--- src/rtl/pgs_pkg.sv ---
package pgs_pkg;
  typedef enum logic [1:0] {
    PG_LOW   = 2'd0,
    PG_RISE  = 2'd1,
    PG_GOOD  = 2'd2,
    PG_FALL  = 2'd3
  } pg_state_e;
endpackage

--- src/rtl/pgs_tick_timer.sv ---
module pgs_tick_timer #(
  parameter int unsigned LIMIT = 15
) (
  input  logic clk,
  input  logic rst_n,
  input  logic clr,
  input  logic run,
  input  logic tick,
  output logic expire
);
  localparam int unsigned W = (LIMIT > 1) ? $clog2(LIMIT) : 1;
  localparam logic [W-1:0] LAST = W'(LIMIT - 1);

  logic [W-1:0] cnt;

  assign expire = run && tick && (cnt == LAST);

  always_ff @(posedge clk or negedge rst_n) begin
    if (!rst_n)               cnt <= '0;
    else if (clr || expire)   cnt <= '0;
    else if (run && tick)     cnt <= cnt + W'(1);
  end
endmodule

--- src/rtl/pgs_fsm.sv ---
module pgs_fsm
  import pgs_pkg::*;
(
  input  logic      clk,
  input  logic      rst_n,
  input  logic      qual,
  input  logic      hi,
  input  logic      lo,
  input  logic      rise_exp,
  input  logic      fall_exp,
  output pg_state_e state
);
  pg_state_e nxt;

  always_comb begin
    nxt = state;
    if (!qual) begin
      nxt = PG_LOW;
    end else begin
      unique case (state)
        PG_LOW:  if (hi && !lo) nxt = PG_RISE;
        PG_RISE: if (lo) nxt = PG_LOW;
                 else if (rise_exp) nxt = PG_GOOD;
        PG_GOOD: if (lo) nxt = PG_FALL;
        PG_FALL: if (!lo) nxt = PG_GOOD;
                 else if (fall_exp) nxt = PG_LOW;
        default: nxt = PG_LOW;
      endcase
    end
  end

  always_ff @(posedge clk or negedge rst_n) begin
    if (!rst_n) state <= PG_LOW;
    else        state <= nxt;
  end
endmodule

--- src/rtl/pgs_power_good_mon.sv ---
module pgs_power_good_mon
  import pgs_pkg::*;
#(
  parameter int unsigned RISE_TICKS = 3000,
  parameter int unsigned FALL_TICKS = 15
) (
  input  logic clk,
  input  logic rst_n,
  input  logic tick,
  input  logic rail_above_hi,
  input  logic rail_below_lo,
  input  logic ss_done,
  input  logic fault_latched,
  output logic pg_pull_low
);
  pg_state_e state;
  logic qual, rise_exp, fall_exp;
  logic in_rise, in_fall;

  assign qual    = ss_done && !fault_latched;
  assign in_rise = (state == PG_RISE);
  assign in_fall = (state == PG_FALL);

  pgs_tick_timer #(.LIMIT(RISE_TICKS)) u_rise (
    .clk(clk), .rst_n(rst_n), .clr(!in_rise),
    .run(in_rise && qual && !rail_below_lo),
    .tick(tick), .expire(rise_exp)
  );

  pgs_tick_timer #(.LIMIT(FALL_TICKS)) u_fall (
    .clk(clk), .rst_n(rst_n), .clr(!in_fall),
    .run(in_fall && qual && rail_below_lo),
    .tick(tick), .expire(fall_exp)
  );

  pgs_fsm u_fsm (
    .clk(clk), .rst_n(rst_n), .qual(qual),
    .hi(rail_above_hi), .lo(rail_below_lo),
    .rise_exp(rise_exp), .fall_exp(fall_exp),
    .state(state)
  );

  assign pg_pull_low = !(qual && (state == PG_GOOD || state == PG_FALL));
endmodule

--- config.mk ---
export PLATFORM = sky130hd
export DESIGN_NAME = pgs_power_good_mon
export DESIGN_NICKNAME = d
export VERILOG_FILES = /design/src/rtl/pgs_pkg.sv /design/src/rtl/pgs_tick_timer.sv /design/src/rtl/pgs_fsm.sv /design/src/rtl/pgs_power_good_mon.sv
export SDC_FILE = /design/constraint.sdc
export NUM_CORES = 1
export LEC_CHECK = 0
export ABC_CLOCK_PERIOD_IN_PS = 3100
export BUFFER_PORTS_ARGS = -buffer_cell sky130_fd_sc_hd__buf_2
export CORE_AREA = 2 2 56 58
export CTS_BUF_LIST = sky130_fd_sc_hd__clkbuf_4 sky130_fd_sc_hd__clkbuf_8
export CTS_CLUSTER_SIZE = 14
export DETAILED_ROUTE_END_ITERATION = 8
export DIE_AREA = 0 0 58 60
export PLACE_DENSITY = 0.56
export SYNTH_ARGS = -nofsm -noshare
export SYNTH_HDL_FRONTEND = slang
export SYNTH_SLANG_ARGS = --single-unit
--- constraint.sdc ---
create_clock -name clk -period 3.1 [get_ports clk]
set_clock_uncertainty 0.15 [all_clocks]
set_input_delay 0.31 -clock clk [delete_from_list [all_inputs] [get_ports clk]]
set_output_delay 0.31 -clock clk [all_outputs]
set_load 0.01 [all_outputs]
== Word-level counts from Yosys, hierarchy flattened ==
Index checks and enable logic that the tools add are counted.
W data, S select, Z words.
Word-level totals
  bits in registers: 18
  input port bits: 7
  output and inout bits: 1
  logic and storage cells: 49
Operators by class
  add/sub/neg operators: 2
  eq/ne operators: 9
  multiplexer cells: 12
  reductions and logical operators: 23
Operator list (count)
  $mux W12: 2
  $mux W2: 7
  $add A12 B1 Y12 const B: 1
  $eq A12 B12 Y1 const B: 1
  $logic_and A1 B1 Y1: 11
  $mux W4: 2
  $ne A4 B3 Y1 const B: 2
  $pmux W2 S4: 1
  $logic_not A1 Y1: 5
  $add A4 B1 Y4 const B: 1
  $eq A2 B2 Y1 const B: 2
  $eq A4 B4 Y1 const B: 1
  $reduce_and A4 Y1: 1
  $reduce_bool A2 Y1: 2
  $logic_or A1 B1 Y1: 3
  $ne A3 B2 Y1 const B: 1
  $ne A3 B3 Y1 const B: 1
  $eq A2 B1 Y1 const B: 1
  $logic_not A2 Y1: 1

== Logic depth before layout (Yosys ltp) ==
Gate-level depths: netlist of the first run.
  word-level depth: 10
  gate-level depth with buffers: 7
  mapped depth without buffers: 6

== Hierarchy ==
Synthesis of the first run repeated with hierarchy kept, for this count alone.
Unflattened totals
  cells, all modules: 102
  area total of the unflattened synthesis: 1003.5 um^2
Modules (own cells, without submodules)
  pgs_tick_timer (u_rise): instances 1, cells an instance 61, area an instance 629.4 um^2, seq. area each 300.3 um^2
  pgs_tick_timer (u_fall): instances 1, cells an instance 23, area an instance 217.7 um^2, seq. area each 100.1 um^2
  pgs_fsm: instances 1, cells an instance 12, area an instance 107.6 um^2, seq. area each 50.0 um^2
  pgs_power_good_mon: instances 1, cells an instance 6, area an instance 48.8 um^2, seq. area each 0.0 um^2

== Worst setup path after synthesis of the first run ==
Ideal clock, no wire load.
  kind: reg2reg
  start point: register u_rise.cnt[0]
  end point: register u_fsm.state[1]
  setup time: 0.077 ns
  arrival: 1.367 ns
  data required time: 2.873 ns
  slack: 1.506 ns
  cell stages (with the launch flop): 6
  clock period less this slack: 1.594 ns
  path through: dfrtp_1 -> ha_1 -> and4_1 -> nand4_2 -> or3b_1 -> a21oi_1
Between the ends
  word-level cells in the longest chain between the ends: 4
Ends and longest elaborated chain
  start, declared: line pgs_tick_timer.sv:14  | logic [W-1:0] cnt;
  start signal, assigned: line pgs_tick_timer.sv:21  | else if (run && tick) cnt <= cnt + W'(1);
  $eq A12 B12 Y1: line pgs_tick_timer.sv:16  | assign expire = run && tick && (cnt == LAST);
  $logic_and A1 B1 Y1: line pgs_tick_timer.sv:16
  $ne A4 B3 Y1 (no source line)
  $reduce_and A4 Y1 (no source line)
  end signal, assigned: line pgs_fsm.sv:34  | else state <= nxt;
  end, declared: line pgs_fsm.sv:11  | output pg_state_e state
Every way passes these cells.
A chain may end at the register's enable or synchronous reset.

== Worst setup path after layout of the first run ==
  start point: register u_rise.cnt[0]
  end point: register u_rise.cnt[1]
Between the ends
  word-level cells in the longest chain between the ends: 4
Ends and longest elaborated chain
  parallel branches: the longest is 4 deep, another holds $add A12 B1 Y12
Several ways; the timed one is not identified. The select of a mux whose other input is x is not followed.

==> results of run 1 <==
==> Yosys cell counts <==
| cell type | count | area (µm²) |
|---|---|---|
| dfrtp_1 | 18 | 450 |
| nor3_1 | 4 | 20.0 |
| nand4b_1 | 1 | 8.76 |
| nand3_1 | 2 | 10.0 |
| a2111oi_2 | 3 | 45.0 |
| and3_1 | 2 | 12.5 |
| ha_1 | 3 | 37.5 |
| xnor2_1 | 4 | 35.0 |
| a211oi_1 | 1 | 7.51 |
| o21ai_0 | 4 | 20.0 |
| or3_1 | 1 | 6.26 |
| buf_4 | 1 | 7.51 |
| nand2_1 | 8 | 30.0 |
| o211ai_1 | 2 | 15.0 |
| nand3b_1 | 1 | 7.51 |
| nor4b_2 | 1 | 15.0 |
| nand4_2 | 2 | 25.0 |
| nand4bb_2 | 1 | 16.3 |
| nand4_1 | 3 | 18.8 |
| a311o_1 | 1 | 10.0 |
| and4_1 | 2 | 17.5 |
| xor2_1 | 5 | 43.8 |
| buf_2 | 2 | 10.0 |
| nor4b_1 | 1 | 8.76 |
| nor2b_1 | 2 | 12.5 |
| nor2_1 | 13 | 48.8 |
| a21oi_1 | 6 | 30.0 |
| o21ba_2 | 1 | 10.0 |
| o2111ai_1 | 2 | 17.5 |
| nand2b_1 | 2 | 12.5 |
| o31ai_1 | 2 | 15.0 |
| or3b_1 | 2 | 17.5 |
| clkbuf_1 | 1 | 3.75 |
| and4bb_1 | 1 | 12.5 |
| inv_1 | 2 | 7.51 |
==> area by class of cell <==
class	instances	area, µm²	area share [%]
well taps	33	41.3	3.58
inverters	2	7.51	0.651
flip-flops and latches	18	450	39.0
repair buffers	8	45.0	3.90
multi-input cells	83	587	50.9
clock buffers	3	22.5	1.95
==> per-layer routing <==
layer  vias to the layer above  track usage [%]  share of wire, %
met4                         0             5.98               1.1
met2                        11             20.8                45
met3                         4             3.03               3.9
li1                        409                -                 -
met1                       373             19.1                50
met5                         -                0                 0
==> logic make-up (layout without fill, tap and decap cells) <==
| group | Yosys count | count (layout) |
|---|---|---|
| compound gates | 22 | 22 |
| buf+inv | 6 | 13 |
| fa+ha+maj | 3 | 3 |
| flops | 18 | 18 |
| simple gates | 49 | 49 |
| xor+xnor | 9 | 9 |
==> worst paths after layout <==
kind | start | end | slack [ns] | depth (start not counted)
worst max-delay path | u_rise.cnt[0]$_DFFE_PN0P_ | u_rise.cnt[1]$_DFFE_PN0P_ | 1.28 | 5
max in group asynchronous | rst_n | u_rise.cnt[4]$_DFFE_PN0P_ | 2.20 | 2
min in group asynchronous | rst_n | u_fall.cnt[2]$_DFFE_PN0P_ | 0.31 | 2
worst min-delay path | rail_below_lo | u_fsm.state[0]$_DFFE_PN0P_ | 0.14 | 2
worst max register to register | u_rise.cnt[0]$_DFFE_PN0P_ | u_rise.cnt[1]$_DFFE_PN0P_ | 1.28 | 5
worst min register to register | u_fall.cnt[3]$_DFFE_PN0P_ | u_fall.cnt[3]$_DFFE_PN0P_ | 0.42 | 2
==> state kept, by name (all words and copies together) (netlist names) <==
signal,count
u_fall.cnt,4
u_fsm.state,2
u_rise.cnt,12
==> per-stage QoR <==
stage,cells,cell area [µm²]
global placement,143,1120
CTS,147,1150
detailed placement,143,1120
global route,147,1150
floorplan,107,1070
finish,147,1150
==> layout by cell type (no fill, tap or decap), types with 3 or more instances in the layout <==
| master | instances |
|---|---|
| dfrtp_1 | 18 |
| nor2_1 | 13 |
| nand2_1 | 8 |
| buf_2 | 7 |
| a21oi_1 | 6 |
| xor2_1 | 5 |
| xnor2_1 | 4 |
| o21ai_0 | 4 |
| nor3_1 | 4 |
| nand4_1 | 3 |
| a2111oi_2 | 3 |
| ha_1 | 3 |
| clkbuf_4 | 3 |
==> repair_timing <==
item | CTS | global route
setup endpoints to repair | 0 | 0
hold buffers | 1 | 0
hold endpoints to repair | 18 | 0
buffers inserted | 0 | 0
gates resized for setup | 0 | 0
==> power by group through the flow <==
stage	combinational (mW)	sequential, mW	clock (mW)
floorplan	0.00972	0.240	0
global placement	0.0221	0.240	0
detailed placement	0.0225	0.240	0
CTS	0.0235	0.236	0.124
global route	0.0258	0.236	0.134
finish	0.0228	0.236	0.119
==> flow_summary.toml, run 1 <==
[status]
outcome = "finished clean"

[setup_path]
cp.arrival_ns = 1.84
startpoint_type = "register"
endpoint_kind = "register"
worstPathMaxFanout = 13
slowest_delay_ns = 0.44
cpLargestDelayFamily = "simple AND/OR/NAND/NOR gates"
critPathBufInv = 0
critPathKind = "register to register"
cp_cell_sequence = "ha_1 -> and4_1 -> nand4_2 -> nand2_1 -> o21ai_0"
required_ns = 3.12
critPathSlowestCell = "dfrtp_1"

[layout]
drive_gt1_share_pct = 15.8
nFillCells = 283
layout.nets = 126
final_util_pct = 39.7
antennaDiodeCount = 0
syn_to_final_growth_pct = 8.22

[route]
ant_nets = 0
first_iter_violations = 17
vias_per_cell = 5.42
drc_errors = 0
dr.pass1.iters = 4
routedWlPerCell_um = 14.1
vias = 797
wirelength_um = 2070

[flow_run]
cap_viol_max_count = 0

[cts]
clock-sinks = 18
clk_pin_slew_ns = 0.11
clockRootBuffer = "clkbuf_4"
cts_buffer_depth = 2
cts_tree = "yes"
h-tree-depth = 1
clock_latency_ns = 0.30
numCtsBuffers = 3

[pwr]
seqPwrFrac_pct = 62.5
power.switching_mw = 0.0893
swShare_pct = 23.7
p_int_mw = 0.288
leakagePower_nw = 0.439
power_mw = 0.377
p_comb_share_pct = 6.0
power_per_cell_area_mw_per_mm2 = 327
clkPwrFrac_pct = 31.4
peakVddDrop_v = 0.000127

[grt]
grt_pass1_wl_um = 3590
grt_overflow = 0
antenna_found_initial = 0
grt_pass1_vias = 781
grt_start_max_net_pins = 19
grt_use_total_pct = 13.8

[floorplanning]
die_area_mm2 = 0.00348
core.rowCount = 20
io_pins = 8
chipWidth_um = 58
initial_core_util_pct = 36.7
core-area_mm2 = 0.00290
die_h_um = 60

[yosys]
yosysSeqAreaShare_pct = 42.3
synth-simple-area-share_pct = 28.2
syn_avg_cell_area_um2 = 9.96
synthXorXnorAreaFrac_pct = 7.39
synth_adder_area_share_pct = 3.52
synthesis.area_mm2 = 0.00107
syn_inst = 107
yosys_warnings = 0
synth_seq_cells = 18
synth_compound_area_share_pct = 16.0
synthMuxAreaShare_pct = 0
syn_nets = 117
synth_top_family_by_area = "simple AND/OR/NAND/NOR gates"
ys_types = 35

[placement]
place.port_buffers = 7
place_hpwl_um = 1520
place_congestion = 0.721
post-place-ws_ns = 1.23

[timing]
fmax_mhz = 550
finalSetupViolations = 0
maxSlewHeadroom_pct = 70.5
timing.final.crit_share_pct = 58.7
slew_viol_final = 0
rsz0062_at_grt = "no"
max_slew.worst_pin.slew_ns = 0.441
fin_crit_ns = 1.82
whs_ns = 0.145
setup_slack_ns = 1.28
final_hold_viol_count = 0
fin_setup_tns_ns = 0

[hold_path]
hp-class = "input pin to register"
Note: power is estimated with default switching activity, not from simulation.
==> run 2, diff against run 1 <==
- ABC_CLOCK_PERIOD_IN_PS: 3100 -> 1540
- PLACE_DENSITY: 0.56 -> 0.58
- clock period: 3.1 -> 1.54 ns (I/O delays scaled with it)
==> run 2 against run 1 <==
The flow now finishes with violations (negative setup slack). Combinational power rose to 2.7 times the previous value. Die area unchanged. Cell area up 26%. Via count up 18%. First-iteration DRC count up 18%. Maximum frequency up 14%. Utilization up 10 points. Global-route usage up 2.1 points. Register-to-register slack worse by 1.3 ns. Cell count up 16%. Routed wire length up 16%. Clock power rose to 2.5 times the previous value. Largest power group unchanged.
==> flow_summary.toml, run 2 (synthesis gave the netlist of run 1 again) <==
[setup_path]
cp.arrival_ns = 1.69
startpoint_type = "register"
required_ns = 1.64
endpoint_kind = "register"
worstPathMaxFanout = 3
critPathKind = "register to register"
worst-r2r-setup-slack_ns = -0.05
r2r-start = "u_rise.cnt[6]$_DFFE_PN0P_"
rr_worst_depth = 4
r2r-end = "u_fsm.state[1]$_DFFE_PN0P_"

[layout]
instances_no_fill = 170
largest_register_ffs = 12
layout.nets = 148
layout_common_cells = "19 x buf_4, 14 x dfrtp_1, 13 x nor2_1, 8 x nand2_1, 7 x buf_2"
antennaDiodeCount = 0
nFillCells = 268
drive_gt1_share_pct = 40.9
final_common_cell = "buf_4"
reg_top3 = "u_rise.cnt x12, u_fall.cnt x4, u_fsm.state x2"
largest-register = "u_rise.cnt"
syn_to_final_growth_pct = 35.9

[status]
failed_checks = "negative setup slack"
outcome = "finished with violations"

[route]
ant_nets = 0
vias = 937
first_iter_violations = 20
vias_per_cell = 5.51
dr.pass1.iters = 6
drc_errors = 0
routedWlPerCell_um = 14.1
wirelength_um = 2410

[hold_path]
holdCritStartpoint = "rail_below_lo"
hold_end = "u_fsm.state[0]$_DFFE_PN0P_"
hp-class = "input pin to register"
hold_depth = 3

[floorplanning]
io_pins = 8
die_area_mm2 = 0.00348
chipWidth_um = 58
core-area_mm2 = 0.00290
die_h_um = 60
core.rowCount = 20
initial_core_util_pct = 36.7

[cts]
clk_pin_slew_ns = 0.11
cts_buffer_depth = 2
cts_tree = "yes"
clock-sinks = 18
clockRootBuffer = "clkbuf_4"
clock_latency_ns = 0.31
h-tree-depth = 1
numCtsBuffers = 3

[grt]
grt_pass1_wl_um = 4120
grt_pass1_vias = 877
grt_use_total_pct = 15.9
antenna_found_initial = 0
grt_overflow = 0
grt_start_max_net_pins = 19

[placement]
place_hpwl_um = 1730
dp_cells = 162
place.port_buffers = 7
place_congestion = 0.824

[timing]
rsz0062_at_grt = "yes"
setup_slack_ns = -0.0546
fin_setup_tns_ns = -0.0580
timing.final.crit_share_pct = 104
fmax_mhz = 627
maxSlewHeadroom_pct = 72.5
slew_viol_final = 0
finalSetupViolations = 2
max_slew.worst_pin.slew_ns = 0.413
fin_crit_ns = 1.59
final_hold_viol_count = 0

[pwr]
peakVddDrop_v = 0.000294
power_per_cell_area_mw_per_mm2 = 577
leakagePower_nw = 0.563

[flow_run]
cap_viol_max_count = 0
==> run 2: changes by cell type in the layout (fill, tap and decap cells not counted), moves of 2 or more <==
cell | before | now
a2111oi_2 | 3 | 0
a2111oi_4 | 0 | 3
buf_4 | 0 | 19
buf_6 | 0 | 3
dfrtp_1 | 18 | 14
dfrtp_2 | 0 | 4
nor2b_1 | 2 | 0
nor3_1 | 4 | 2
==> run 2: worst max-delay path by stage <==
stage	startpoint	to	slack, ns	cells past startpoint
5_1_grt	u_rise.cnt[6]$_DFFE_PN0P_	u_fsm.state[1]$_DFFE_PN0P_	-0.12	4
6_report	u_rise.cnt[6]$_DFFE_PN0P_	u_fsm.state[1]$_DFFE_PN0P_	-0.05	4
4_1_cts	u_rise.cnt[6]$_DFFE_PN0P_	u_fsm.state[1]$_DFFE_PN0P_	-0.06	4
3_3_place_gp	u_rise.cnt[6]$_DFFE_PN0P_	u_fsm.state[1]$_DFFE_PN0P_	-0.04	4
3_5_place_dp	u_rise.cnt[3]$_DFFE_PN0P_	u_fsm.state[1]$_DFFE_PN0P_	-0.04	4
2_1_floorplan	u_rise.cnt[0]$_DFFE_PN0P_	u_fsm.state[1]$_DFFE_PN0P_	-0.03	5
==> run 2: through the flow <==
stage	hold WS (ns)	worst slack [ns]	util (%)	cell area [µm²]	power, mW
6_report	0.0169	-0.0546	49.9	1450	0.835
5_1_grt	0.0219	-0.122	49.9	1450	0.874
4_1_cts	0.0159	-0.0586	45.6	1330	0.845
3_5_place_dp	-0.0392	-0.0418	43.6	1270	0.538
3_3_place_gp	-0.0352	-0.0403	43.6	1270	0.538
2_1_floorplan	-0.292	-0.0279	-	1070	0.503
==> run 2: repair_timing <==
action	4_1_cts	5_1_grt
setup buffers	0	3
setup endpoints to repair	7	12
cloned	0	0
pin swaps	1	6
endpoints found under the hold margin	18	0
resized for setup	5	20
hold buffers	1	0
==> run 2: final cells by class <==
cell class                 instances  area [µm²]  area share, %
clock buffer                       4        36.3           2.50
inverter                           2        7.51          0.518
multi-input combinational         83         687           47.4
sequential                        18         455           31.4
tap                               33        41.3           2.85
timing repair buffer              30         221           15.3
==> run 2: report_power, final <==
| group | internal, mW | total, mW | switching, mW | leakage, nW |
|---|---|---|---|---|
| logic | 0.0244 | 0.0615 | 0.0371 | 0.298 |
| clock network | 0.145 | 0.300 | 0.156 | 0.0210 |
| registers | 0.473 | 0.474 | 0.000485 | 0.245 |
| total | 0.642 | 0.835 | 0.193 | 0.563 |
==> run 2: per-layer routing <==
layer | vias to the layer above | GRT usage, % | part of all wire, %
met5 | - | 0 | 0
met4 | 0 | 5.98 | 1.4
met3 | 4 | 3.90 | 2.9
met2 | 18 | 26.0 | 47
met1 | 457 | 20.4 | 49
li1 | 458 | - | -
==> run 2: critical path, cell delays in order, from the launching register on <==
cell     delay [ns]
dfrtp_1        0.46
nor4b_2        0.31
nand4_2        0.12
or3b_1         0.37
a21oi_1        0.13
